File: config.mk
export PLATFORM = sky130hd
export DESIGN_NAME = cmd_ring_engine
export DESIGN_NICKNAME = d
export VERILOG_FILES = /design/src/rtl/cmd_ring_pkg.sv /design/src/rtl/cmd_ring_regs.sv /design/src/rtl/cmd_verb_decode.sv /design/src/rtl/cmd_ring_fetch.sv /design/src/rtl/cmd_ring_engine.sv
export SDC_FILE = /design/constraint.sdc
export NUM_CORES = 1
export LEC_CHECK = 0
export ABC_AREA = 1
export BUFFER_PORTS_ARGS = -buffer_cell sky130_fd_sc_hd__buf_2
export CORE_ASPECT_RATIO = 0.75
export CORE_MARGIN = 1
export CORE_UTILIZATION = 40
export CTS_CLUSTER_SIZE = 28
export DETAILED_ROUTE_END_ITERATION = 10
export PLACE_DENSITY = 0.65
export SLEW_MARGIN = 0
export SYNTH_ARGS = -nofsm -noshare
export SYNTH_HDL_FRONTEND = slang
export SYNTH_SLANG_ARGS = --single-unit
File: constraint.sdc
create_clock -name clk -period 5.5 [get_ports clk]
set_input_delay 0.825 -clock clk [delete_from_list [all_inputs] [get_ports clk]]
set_output_delay 0.825 -clock clk [all_outputs]
set_load 0.01 [all_outputs]
File: src/rtl/cmd_ring_pkg.sv
// Shared constants and verb field helpers for the command ring engine.
// Assumes 32-bit verbs whose layout is fixed by the link protocol.
package cmd_ring_pkg;

    localparam int VERB_W    = 32;
    localparam int CAD_W     = 4;
    localparam int NID_W     = 7;
    localparam int PAYLOAD_W = 20;
    localparam int SEL_W     = 3;

    // register select codes
    localparam logic [SEL_W-1:0] SEL_BASE_LO  = 3'd0;
    localparam logic [SEL_W-1:0] SEL_BASE_HI  = 3'd1;
    localparam logic [SEL_W-1:0] SEL_WR_PTR   = 3'd2;
    localparam logic [SEL_W-1:0] SEL_RD_PTR   = 3'd3;
    localparam logic [SEL_W-1:0] SEL_CONTROL  = 3'd4;
    localparam logic [SEL_W-1:0] SEL_IMM_WORD = 3'd5;
    localparam logic [SEL_W-1:0] SEL_IMM_GO   = 3'd6;

    typedef struct packed {
        logic [CAD_W-1:0]     cad;
        logic                 indirect;
        logic [NID_W-1:0]     nid;
        logic [PAYLOAD_W-1:0] payload;
    } verb_t;

    typedef enum logic [2:0] {
        FS_IDLE,
        FS_REQ,
        FS_WAIT,
        FS_CHECK,
        FS_ISSUE
    } fetch_state_t;

endpackage

File: src/rtl/cmd_ring_regs.sv
// Configuration registers of the command ring engine.
// Holds the ring base, write pointer, run bit and immediate word/busy flag.
// A read pointer write is turned into a load pulse, and only while stopped.
module cmd_ring_regs
    import cmd_ring_pkg::*;
#(
    parameter int ADDR_W = 64,
    parameter int PTR_W  = 8
) (
    input  logic              clk,
    input  logic              rst_n,
    input  logic              wr_en,
    input  logic [SEL_W-1:0]  wr_sel,
    input  logic [31:0]       wr_data,
    input  logic              imm_done,
    output logic [ADDR_W-1:0] ring_base,
    output logic [PTR_W-1:0]  wr_ptr,
    output logic              run,
    output logic [VERB_W-1:0] imm_word,
    output logic              imm_busy,
    output logic              rp_load,
    output logic [PTR_W-1:0]  rp_load_val
);

    localparam int HI_W = ADDR_W - 32;

    logic [31:0]   base_lo;
    logic [HI_W-1:0] base_hi;

    // Register updates from the write port.
    always_ff @(posedge clk) begin
        if (!rst_n) begin
            base_lo  <= '0;
            base_hi  <= '0;
            wr_ptr   <= '0;
            run      <= 1'b0;
            imm_word <= '0;
        end else if (wr_en) begin
            case (wr_sel)
                SEL_BASE_LO:  base_lo  <= wr_data;
                SEL_BASE_HI:  base_hi  <= wr_data[HI_W-1:0];
                SEL_WR_PTR:   wr_ptr   <= wr_data[PTR_W-1:0];
                SEL_CONTROL:  run      <= wr_data[0];
                SEL_IMM_WORD: imm_word <= wr_data;
                default: ;
            endcase
        end
    end

    // Immediate busy flag: armed by a go write, cleared when the word is consumed.
    always_ff @(posedge clk) begin
        if (!rst_n) begin
            imm_busy <= 1'b0;
        end else begin
            imm_busy <= (imm_busy & ~imm_done) |
                        (wr_en && wr_sel == SEL_IMM_GO && wr_data[0]);
        end
    end

    // Read pointer load request, honoured only while the ring is stopped.
    always_comb begin
        rp_load     = wr_en && (wr_sel == SEL_RD_PTR) && !run;
        rp_load_val = wr_data[PTR_W-1:0];
        ring_base   = {base_hi, base_lo};
    end

endmodule

File: src/rtl/cmd_verb_decode.sv
// Splits a verb into its fields and decides whether it may be dispatched.
// Rejects indirect node addressing and codecs absent from the presence mask.
module cmd_verb_decode
    import cmd_ring_pkg::*;
#(
    parameter int NUM_CODECS = 16
) (
    input  logic [VERB_W-1:0]     verb,
    input  logic [NUM_CODECS-1:0] present,
    output verb_t                 fields,
    output logic                  accept
);

    // Field split and acceptance check.
    always_comb begin
        fields = verb_t'(verb);
        accept = !fields.indirect && present[fields.cad];
    end

endmodule

File: src/rtl/cmd_ring_fetch.sv
// Fetch sequencer: one verb at a time from the immediate word or the ring.
// Assumes at most one memory response per accepted request, in order.
module cmd_ring_fetch
    import cmd_ring_pkg::*;
#(
    parameter int ADDR_W     = 64,
    parameter int PTR_W      = 8,
    parameter int CNT_W      = 8,
    parameter int NUM_CODECS = 16
) (
    input  logic                  clk,
    input  logic                  rst_n,
    input  logic [ADDR_W-1:0]     ring_base,
    input  logic [PTR_W-1:0]      wr_ptr,
    input  logic                  run,
    input  logic [VERB_W-1:0]     imm_word,
    input  logic                  imm_busy,
    input  logic                  rp_load,
    input  logic [PTR_W-1:0]      rp_load_val,
    input  logic [CNT_W-1:0]      rsp_count,
    input  logic [CNT_W-1:0]      rsp_thresh,
    input  logic [NUM_CODECS-1:0] codec_present,
    output logic                  imm_done,
    output logic [PTR_W-1:0]      rd_ptr,
    output logic                  mem_req_valid,
    input  logic                  mem_req_ready,
    output logic [ADDR_W-1:0]     mem_req_addr,
    input  logic                  mem_rsp_valid,
    input  logic [VERB_W-1:0]     mem_rsp_data,
    output logic                  cmd_valid,
    input  logic                  cmd_ready,
    output logic [CAD_W-1:0]      cmd_cad,
    output logic [NID_W-1:0]      cmd_nid,
    output logic [PAYLOAD_W-1:0]  cmd_payload
);

    fetch_state_t      state;
    logic [VERB_W-1:0] verb_q;
    logic              from_imm;
    logic [PTR_W-1:0]  rp_next;
    logic              ring_go;
    verb_t             fields;
    logic              accept;

    cmd_verb_decode #(.NUM_CODECS(NUM_CODECS)) u_decode (
        .verb    (verb_q),
        .present (codec_present),
        .fields  (fields),
        .accept  (accept)
    );

    // Next pointer and ring start condition.
    always_comb begin
        rp_next = rd_ptr + 1'b1;
        ring_go = run && (rd_ptr != wr_ptr) && (rsp_count != rsp_thresh);
    end

    // Sequencer: immediate word first, then one ring verb per pass.
    always_ff @(posedge clk) begin
        if (!rst_n) begin
            state        <= FS_IDLE;
            verb_q       <= '0;
            from_imm     <= 1'b0;
            rd_ptr       <= '0;
            mem_req_addr <= '0;
        end else begin
            if (rp_load) begin
                rd_ptr <= rp_load_val;
            end
            case (state)
                FS_IDLE: begin
                    if (imm_busy) begin
                        verb_q   <= imm_word;
                        from_imm <= 1'b1;
                        state    <= FS_CHECK;
                    end else if (ring_go) begin
                        rd_ptr       <= rp_next;
                        mem_req_addr <= ring_base + ADDR_W'({rp_next, 2'b00});
                        state        <= FS_REQ;
                    end
                end
                FS_REQ: begin
                    if (mem_req_ready) state <= FS_WAIT;
                end
                FS_WAIT: begin
                    if (mem_rsp_valid) begin
                        verb_q   <= mem_rsp_data;
                        from_imm <= 1'b0;
                        state    <= FS_CHECK;
                    end
                end
                FS_CHECK: begin
                    state <= accept ? FS_ISSUE : FS_IDLE;
                end
                FS_ISSUE: begin
                    if (cmd_ready) state <= FS_IDLE;
                end
                default: state <= FS_IDLE;
            endcase
        end
    end

    // Port drive and immediate completion pulse.
    always_comb begin
        mem_req_valid = (state == FS_REQ);
        cmd_valid     = (state == FS_ISSUE);
        cmd_cad       = fields.cad;
        cmd_nid       = fields.nid;
        cmd_payload   = fields.payload;
        imm_done      = from_imm && (((state == FS_CHECK) && !accept) ||
                                     ((state == FS_ISSUE) && cmd_ready));
    end

    // the pointer only ever moves by one step unless loaded.
    p_rp_step_r3: assert property (@(posedge clk) disable iff (!rst_n)
        ((rd_ptr != $past(rd_ptr)) && !$past(rp_load)) |-> (rd_ptr == $past(rd_ptr) + 1'b1));

    // a stopped ring with no immediate word starts no fetch.
    p_no_fetch_stopped_r2: assert property (@(posedge clk) disable iff (!rst_n)
        ((state == FS_IDLE) && !run && !imm_busy) |=> !mem_req_valid);

    // threshold reached blocks a new fetch.
    p_stall_thresh_r7: assert property (@(posedge clk) disable iff (!rst_n)
        ((state == FS_IDLE) && !imm_busy && (rsp_count == rsp_thresh)) |=> !mem_req_valid);

    // a pending immediate word wins over the ring.
    p_imm_first_r8: assert property (@(posedge clk) disable iff (!rst_n)
        ((state == FS_IDLE) && imm_busy) |=> !mem_req_valid);

    // a held command keeps its fields.
    p_cmd_hold_r4: assert property (@(posedge clk) disable iff (!rst_n)
        (cmd_valid && !cmd_ready) |=> (cmd_valid && $stable(cmd_cad) &&
                                       $stable(cmd_nid) && $stable(cmd_payload)));

    // only present codecs are addressed.
    p_present_r6: assert property (@(posedge clk) disable iff (!rst_n)
        cmd_valid |-> codec_present[cmd_cad]);

endmodule

File: src/rtl/cmd_ring_engine.sv
// Top of the command ring engine: registers plus fetch sequencer.
// Assumes the memory port returns one response per accepted request.
module cmd_ring_engine
    import cmd_ring_pkg::*;
#(
    parameter int ADDR_W = 64,
    parameter int PTR_W  = 8,
    parameter int CNT_W  = 8
) (
    input  logic                         clk,
    input  logic                         rst_n,
    input  logic                         reg_wr_en,
    input  logic [SEL_W-1:0]             reg_wr_sel,
    input  logic [31:0]                  reg_wr_data,
    input  logic [(1<<CAD_W)-1:0]        codec_present,
    input  logic [CNT_W-1:0]             rsp_count,
    input  logic [CNT_W-1:0]             rsp_thresh,
    output logic                         mem_req_valid,
    input  logic                         mem_req_ready,
    output logic [ADDR_W-1:0]            mem_req_addr,
    input  logic                         mem_rsp_valid,
    input  logic [VERB_W-1:0]            mem_rsp_data,
    output logic                         cmd_valid,
    input  logic                         cmd_ready,
    output logic [CAD_W-1:0]             cmd_cad,
    output logic [NID_W-1:0]             cmd_nid,
    output logic [PAYLOAD_W-1:0]         cmd_payload,
    output logic [PTR_W-1:0]             ring_rp,
    output logic                         imm_busy
);

    localparam int NUM_CODECS = 1 << CAD_W;

    logic [ADDR_W-1:0] ring_base;
    logic [PTR_W-1:0]  wr_ptr;
    logic              run;
    logic [VERB_W-1:0] imm_word;
    logic              imm_done;
    logic              rp_load;
    logic [PTR_W-1:0]  rp_load_val;

    cmd_ring_regs #(.ADDR_W(ADDR_W), .PTR_W(PTR_W)) u_regs (
        .clk         (clk),
        .rst_n       (rst_n),
        .wr_en       (reg_wr_en),
        .wr_sel      (reg_wr_sel),
        .wr_data     (reg_wr_data),
        .imm_done    (imm_done),
        .ring_base   (ring_base),
        .wr_ptr      (wr_ptr),
        .run         (run),
        .imm_word    (imm_word),
        .imm_busy    (imm_busy),
        .rp_load     (rp_load),
        .rp_load_val (rp_load_val)
    );

    cmd_ring_fetch #(
        .ADDR_W(ADDR_W), .PTR_W(PTR_W), .CNT_W(CNT_W), .NUM_CODECS(NUM_CODECS)
    ) u_fetch (
        .clk           (clk),
        .rst_n         (rst_n),
        .ring_base     (ring_base),
        .wr_ptr        (wr_ptr),
        .run           (run),
        .imm_word      (imm_word),
        .imm_busy      (imm_busy),
        .rp_load       (rp_load),
        .rp_load_val   (rp_load_val),
        .rsp_count     (rsp_count),
        .rsp_thresh    (rsp_thresh),
        .codec_present (codec_present),
        .imm_done      (imm_done),
        .rd_ptr        (ring_rp),
        .mem_req_valid (mem_req_valid),
        .mem_req_ready (mem_req_ready),
        .mem_req_addr  (mem_req_addr),
        .mem_rsp_valid (mem_rsp_valid),
        .mem_rsp_data  (mem_rsp_data),
        .cmd_valid     (cmd_valid),
        .cmd_ready     (cmd_ready),
        .cmd_cad       (cmd_cad),
        .cmd_nid       (cmd_nid),
        .cmd_payload   (cmd_payload)
    );

endmodule

Yosys cells after proc, flatten, opt, wreduce, memory -nomap -nowiden
Cells that the tools add are included.

word-level totals
  bits in registers = 214
  input port bits = 105
  output and inout bits = 106

cells by class
  equality and inequality tests = 17
  reduce and logical (&&, ||, !) cells = 25
  order comparisons = 1
  add/subtract/negate cells = 2
  bitwise gates (word level) = 4
  multiplexer cells = 19

operators by type and width
  operator                                                    number
  adder 64 x 10 -> 64 bit                                     1
  two-way mux 32 bit                                          2
  one-hot mux 32 bit (2 select lines)                         1
  two-way mux 8 bit                                           4
  two-way mux 3 bit                                           6
  != test 8 bit                                               2
  one-hot mux 3 bit (5 select lines)                          1
  == test 3 x 2 -> 1 bit, second input constant               4
  == test 3 bit, second input constant                        4
  logical AND 1 bit                                           10
  AND reduction 2 bit                                         5
  adder 8 x 1 -> 8 bit, second input constant                 1
  == test 3 x 1 -> 1 bit, second input constant               2
  logical NOT 3 bit                                           2
  AND reduction 3 bit                                         2
  less-than comparator 4 x 5 -> 1 bit, second input constant  1
  binary-select mux 1 bit (select 4 bit)                      1
  != test 2 x 1 -> 1 bit, second input constant               2
  != test 2 bit, second input constant                        2
  AND reduction 4 bit                                         1
  logical NOT 1 bit                                           3
  two-way mux 1 bit                                           3
  != test 3 x 2 -> 1 bit, second input constant               1
  inverter 1 bit                                              2
  5 further kinds                                             5

Logic depth before layout (Yosys ltp)
  depth in word-level cells = 10
  gate-level depth with buffers = 20

Modules after synthesis
From an unflattened synthesis, not the netlist that was laid out.

unflattened totals
  cells, all modules = 1,933
  area total of the unflattened synthesis = 12,101.6 µm²

modules (own cells, without submodules)
  module           area an instance (µm²)  instances  cells each
  cmd_ring_fetch   7,283.2                 1          1,224
  cmd_ring_regs    4,376.7                 1          629
  cmd_verb_decode  441.7                   1          80

Worst setup path before layout
No wires, ideal clock.

  path kind = register to register
  start point = register u_fetch.rd_ptr[0]
  end point = register u_fetch.mem_req_addr[57]
  clock period less this slack = 2,690 ps
  stages on the path, launching flop included = 18
  path buffers = 0
  required time = 5,385 ps
  arrival = 2,575 ps
  library setup time = 115 ps
  setup slack = 2,810 ps
  path through = dfxtp_1 > inv_1 > nor3_1 > nand4_1 > nor2_1 > xor2_1 > inv_1 > ha_1 > nand2_1 > nor2_1 > nand2_1 > nor2_1 > nand2_1 > o21ai_0 > nand2_1 > xor2_1 > nor2_1 > nor2_1

on the way
  cells in the longest elaborated chain, start to end = 4
  elaborated cells between the ends (all ways) = 6
  classes of those cells = 2 x add/sub; 1 x eq/ne; 3 x reduce/logical

RTL lines
  element                                                          RTL line              source
  from (decl)                                                      cmd_ring_fetch.sv:24  output logic [PTR_W-1:0] rd_ptr,
  from (signal assigned)                                           cmd_ring_fetch.sv:68  rd_ptr <= rp_load_val;
  from (signal assigned)                                           cmd_ring_fetch.sv:77  rd_ptr <= rp_next;
  branches (longest 4 deep; another with adder 64 x 10 -> 64 bit)  n/a
  to (signal assigned)                                             cmd_ring_fetch.sv:78  mem_req_addr <= ring_base + ADDR_W'({rp_next, 2'b00});
  to (decl)                                                        cmd_ring_fetch.sv:27  output logic [ADDR_W-1:0] mem_req_addr,

Several ways; the timed one is not identified.
A chain may end at the register's enable or synchronous reset.

Final worst setup path
  start point = register u_fetch.rd_ptr[0]
  end point = register u_fetch.mem_req_addr[35]

The elaborated chain is that of the path after synthesis.

==> flow_results.org <==
** Placed design
- Placer congestion estimate :: between 1 and 1.5
- After detailed placement, the design holds a cell count of slightly above 2000.
- Once detailed placement completed, the half-perimeter wirelength came to between 20000 and 30000 um.
- Port buffering added 210 buffers.
- Area after DPL :: between 10000 and 15000 um2

** Synth
- After synthesis, the share of cell area in mux cells is 0.
- Proportion of netlist area held by the largest area contributor :: 0.398
- Share of flip-flops with an asynchronous set or reset :: 0
- Number of distinct library cells after synthesis :: 40
- Yosys printed 0 warnings.
- Post-synthesis adder-cell area fraction :: 0.0123
- Of the total synthesized cell area, the portion taken by AND, OR, NAND and NOR gates is 0.271.
- Number of synthesized flops with an enable pin :: 0
- Main area contributors after synthesis :: sky130_fd_sc_hd__dfxtp_1 40%, sky130_fd_sc_hd__nand2_1 10%, sky130_fd_sc_hd__nor2_1 9.8%, sky130_fd_sc_hd__o21ai_0 8.3%, sky130_fd_sc_hd__inv_1 4.7%
- Synthesis produced a netlist whose cell count is 1584.
- Main combinational cell family by area after synthesis :: simple AND/OR/NAND/NOR gates
- After synthesis, the mean cell area works out to approximately 6.8 um2.
- Seq cells post-synth :: approximately 210
- Sequential fraction of the synthesis area :: 0.398
- Post-Synthesis Cell Area :: 10800 um2
- Compound-cell area share of the yosys netlist :: 0.168
- Among all flip-flop cells after synthesis, the most frequent one is sky130_fd_sc_hd__dfxtp_1.
- Synthesized net count :: about 1700
- Most area-hungry cell type in the Yosys netlist :: sky130_fd_sc_hd__dfxtp_1
- Xor and xnor fraction of the mapped netlist area :: 0.0480

** CTS
- Buffers added to address setup during post-CTS repair amount to 0.
- Number of CTS-inserted buffers :: 24
- The tree built by TritonCTS fans out to between 200 and 250 sinks.
- Clock Tree Buf Depth :: 3
- The number of gates resized after CTS was 0.
- In this run the number of H-tree levels came out at 1.
- For this design, the CTS-stage hold fixing added 0 buffers.
- After clock tree synthesis, the clock-pin slew on the worst setup and hold paths is 0.07 ns.
- The clock reaches the later pin of the worst-skew pair after roughly 0.54 ns.
- Clock tree synthesis selected as its root buffer the cell sky130_fd_sc_hd__clkbuf_16.
- TritonCTS clock tree :: yes

** Timing
- Setup TNS after final layout :: 0 ns
- Tmin final :: around 3.3 ns
- Clock tree skew after final layout :: approximately 0.025 ns
- Number of pins exceeding their max-slew limit in the final report :: 0
- The tightest hold path in the finished design has a slack of 0.468 ns.
- Headroom to the max-slew limit came out at 0.321.
- Setup-violating endpoint count in the final report :: 0
- Final number of hold-violating endpoints :: 0
- For the pin with the worst max-slew slack, the measured transition is around 1.0 ns.
- Timing would allow up to ~300 MHz.
- Of the available clock period, the critical path in the final layout requires 0.604.
- Unrepaired setup endpoints after global routing :: no

** Power
- Overall power of the completed layout :: ~0.0036 W
- Leakage dissipation :: around 5.7 nW
- The worst-case IR drop observed on VDD is 226 uV.
- Power density over the cells :: roughly 280 nW/um2

** Drt
- After the first detailed-routing iteration, the DRC count stood at between 900 and 1000.
- Final routed wire length divided by cell count :: 18.0 um
- For this run, design rule violations remaining after detail routing come to 0.
- Post-route antenna net violation count :: 0
- Wires add up to ~38000 um.
- Pre-Repair DR Iteration Count :: 5
- In the routed layout, each cell is associated on average with a via count of about 5.2.
- The routed layout has 10905 vias.

** Global routing
- Entering global routing, the biggest net connects 98 pins.
- In the global route stage, overall resource usage came out at 0.265.
- Congestion Overflow GR :: 0
- Vias in the first global route :: approximately 9500
- Wire length of the first global-routing pass :: approximately 56000 um
- Initial antenna violation count :: 4

** Layout
- Share of final-layout standard cells stronger than drive strength 1 :: 0.165
- FF+latch area :: between 4000 and 5000 um2
- Layout-stage area growth over the synthesis result :: 16.2%
- Area of the multi-input gates :: 5380 um2
- Leaving out fill and tap cells, the most frequent cell in the layout is sky130_fd_sc_hd__nand2_1.
- The finished layout holds ~2100 standard cells, fillers aside.
- The number of antenna diodes in the final layout is 0.
- The net count of the finished layout is between 1500 and 2000.
- Counting the fill cells in the layout gives between 2000 and 3000.
- After routing the design area is 12500 um2.
- The top cell types in the final layout, fill and taps aside, are 289 x sky130_fd_sc_hd__nand2_1, 279 x sky130_fd_sc_hd__nor2_1, 214 x sky130_fd_sc_hd__dfxtp_1, 209 x sky130_fd_sc_hd__buf_2, 178 x sky130_fd_sc_hd__o21ai_0.

** Setup path
- The number of cells on the worst reg-to-reg path is 16.
- Kind of launch point of the worst setup path :: flip-flop
- Maximum fanout count along the critical path :: 5
- At the worst endpoint, the arrival time is 3.73 ns.
- For the worst setup path, the data required time is 5.91 ns.
- Crit. End Element :: flip-flop
- The worst setup path is of the reg -> reg kind.

** Floorplanning
- Initial core utilization :: 0.411
- ~210 I/O pins were placed.
- The die is approximately 140 um tall.
- Placement Rows :: 51
- Area of the die :: about 28000 um2
- Core area :: ~26000 um2
- Die span in x :: 192 um

** Min path
- Worst hold path type :: reg -> reg
- Counting instances, the worst hold path has a depth of 2.

** Outcome
- Run status :: completed

** Run
- Total of max-cap violations :: 0
[power by group]
group | total, W | leakage [nW] | switching, W | internal [W]
combinational | 0.000329 | 3.56 | 0.000210 | 0.000119
clock | 0.00158 | 0.372 | 0.000673 | 0.000911
sequential | 0.00165 | 1.73 | 0.0000483 | 0.00161
[final cells by class]
type | count | share of cell area
timing repair buffer | 217 | 0.0883
clock buffer | 37 | 0.0551
sequential | 214 | 0.342
tap | 344 | 0.0344
multi-input combinational | 1120 | 0.430
clock inverter | 7 | 0.00590
inverter | 148 | 0.0444
[metrics by stage]
| stage | util | worst slack (ns) |
|---|---|---|
| 5_1_grt | 0.477 | 1.85 |
| 6_report | 0.477 | 2.18 |
| 4_1_cts | 0.477 | 2.26 |
| 2_1_floorplan | - | 2.81 |
| 3_5_place_dp | 0.448 | 2.27 |
| 3_3_place_gp | 0.448 | 2.26 |
[worst max-delay path: stages (launching register included)]
cell                      delay (ns)
sky130_fd_sc_hd__dfxtp_1        0.39
sky130_fd_sc_hd__inv_1          0.11
sky130_fd_sc_hd__nor3_1         0.39
sky130_fd_sc_hd__nand4_1        0.17
sky130_fd_sc_hd__nor2_1         0.15
sky130_fd_sc_hd__xor2_1         0.17
sky130_fd_sc_hd__inv_1          0.08
sky130_fd_sc_hd__ha_1           0.36
sky130_fd_sc_hd__nand2_1        0.11
sky130_fd_sc_hd__nor2_1         0.17
sky130_fd_sc_hd__inv_1          0.07
sky130_fd_sc_hd__o21ai_2        0.29
sky130_fd_sc_hd__nand2_1        0.27
sky130_fd_sc_hd__inv_2          0.16
sky130_fd_sc_hd__nand3_1        0.08
sky130_fd_sc_hd__a21oi_1        0.17
sky130_fd_sc_hd__nor2_1         0.05
[kinds of logic (layout without fill, tap and decap cells)]
logic type | Yosys count | count (layout)
AND/OR/NAND/NOR | 704 | 704
buffers and inverters | 250 | 409
flip-flops | 214 | 214
AO/OA/AOI/OAI | 347 | 347
XOR/XNOR | 59 | 59
adder cells (fa/ha/maj) | 10 | 10
[synthesized netlist by cell type, drive strengths merged, types with 19 or more instances]
cell	count
inv	148
xor2	40
dfxtp	214
nand2	292
a31oi	32
a21oi	92
nand3	66
xnor2	19
nor3	35
clkbuf	57
nor2	284
buf	45
o21ai	218
[worst paths after layout]
path / start / endpoint / slack (ns)
setup / recovery: u_fetch.rd_ptr[0] / u_fetch.mem_req_addr[35] / 2.18
hold / removal: u_fetch.mem_req_addr[26] / u_fetch.mem_req_addr[26] / 0.47
setup reg to reg: u_fetch.rd_ptr[0] / u_fetch.mem_req_addr[35] / 2.18
hold reg to reg: u_fetch.mem_req_addr[26] / u_fetch.mem_req_addr[26] / 0.47
[metal layers]
layer,global-route usage,wire length (um),vias to the layer above
met3,0.0595,3220,31
met1,0.387,17700,5065
met5,0,22,-
met4,0.0430,463,4
met2,0.399,16200,418
li1,-,-,5387
[flip-flops by register name, indices dropped and copies added (netlist names)]
name                  count
u_fetch.mem_req_addr     64
u_fetch.verb_q           32
u_regs.base_hi           32
u_regs.base_lo           32
u_regs.imm_word          32
u_fetch.rd_ptr            8
u_regs.wr_ptr             8
u_fetch.state             3
u_fetch.from_imm          1
u_regs.imm_busy           1
u_regs.run                1
No activity file was read; power rests on OpenSTA's default activity.
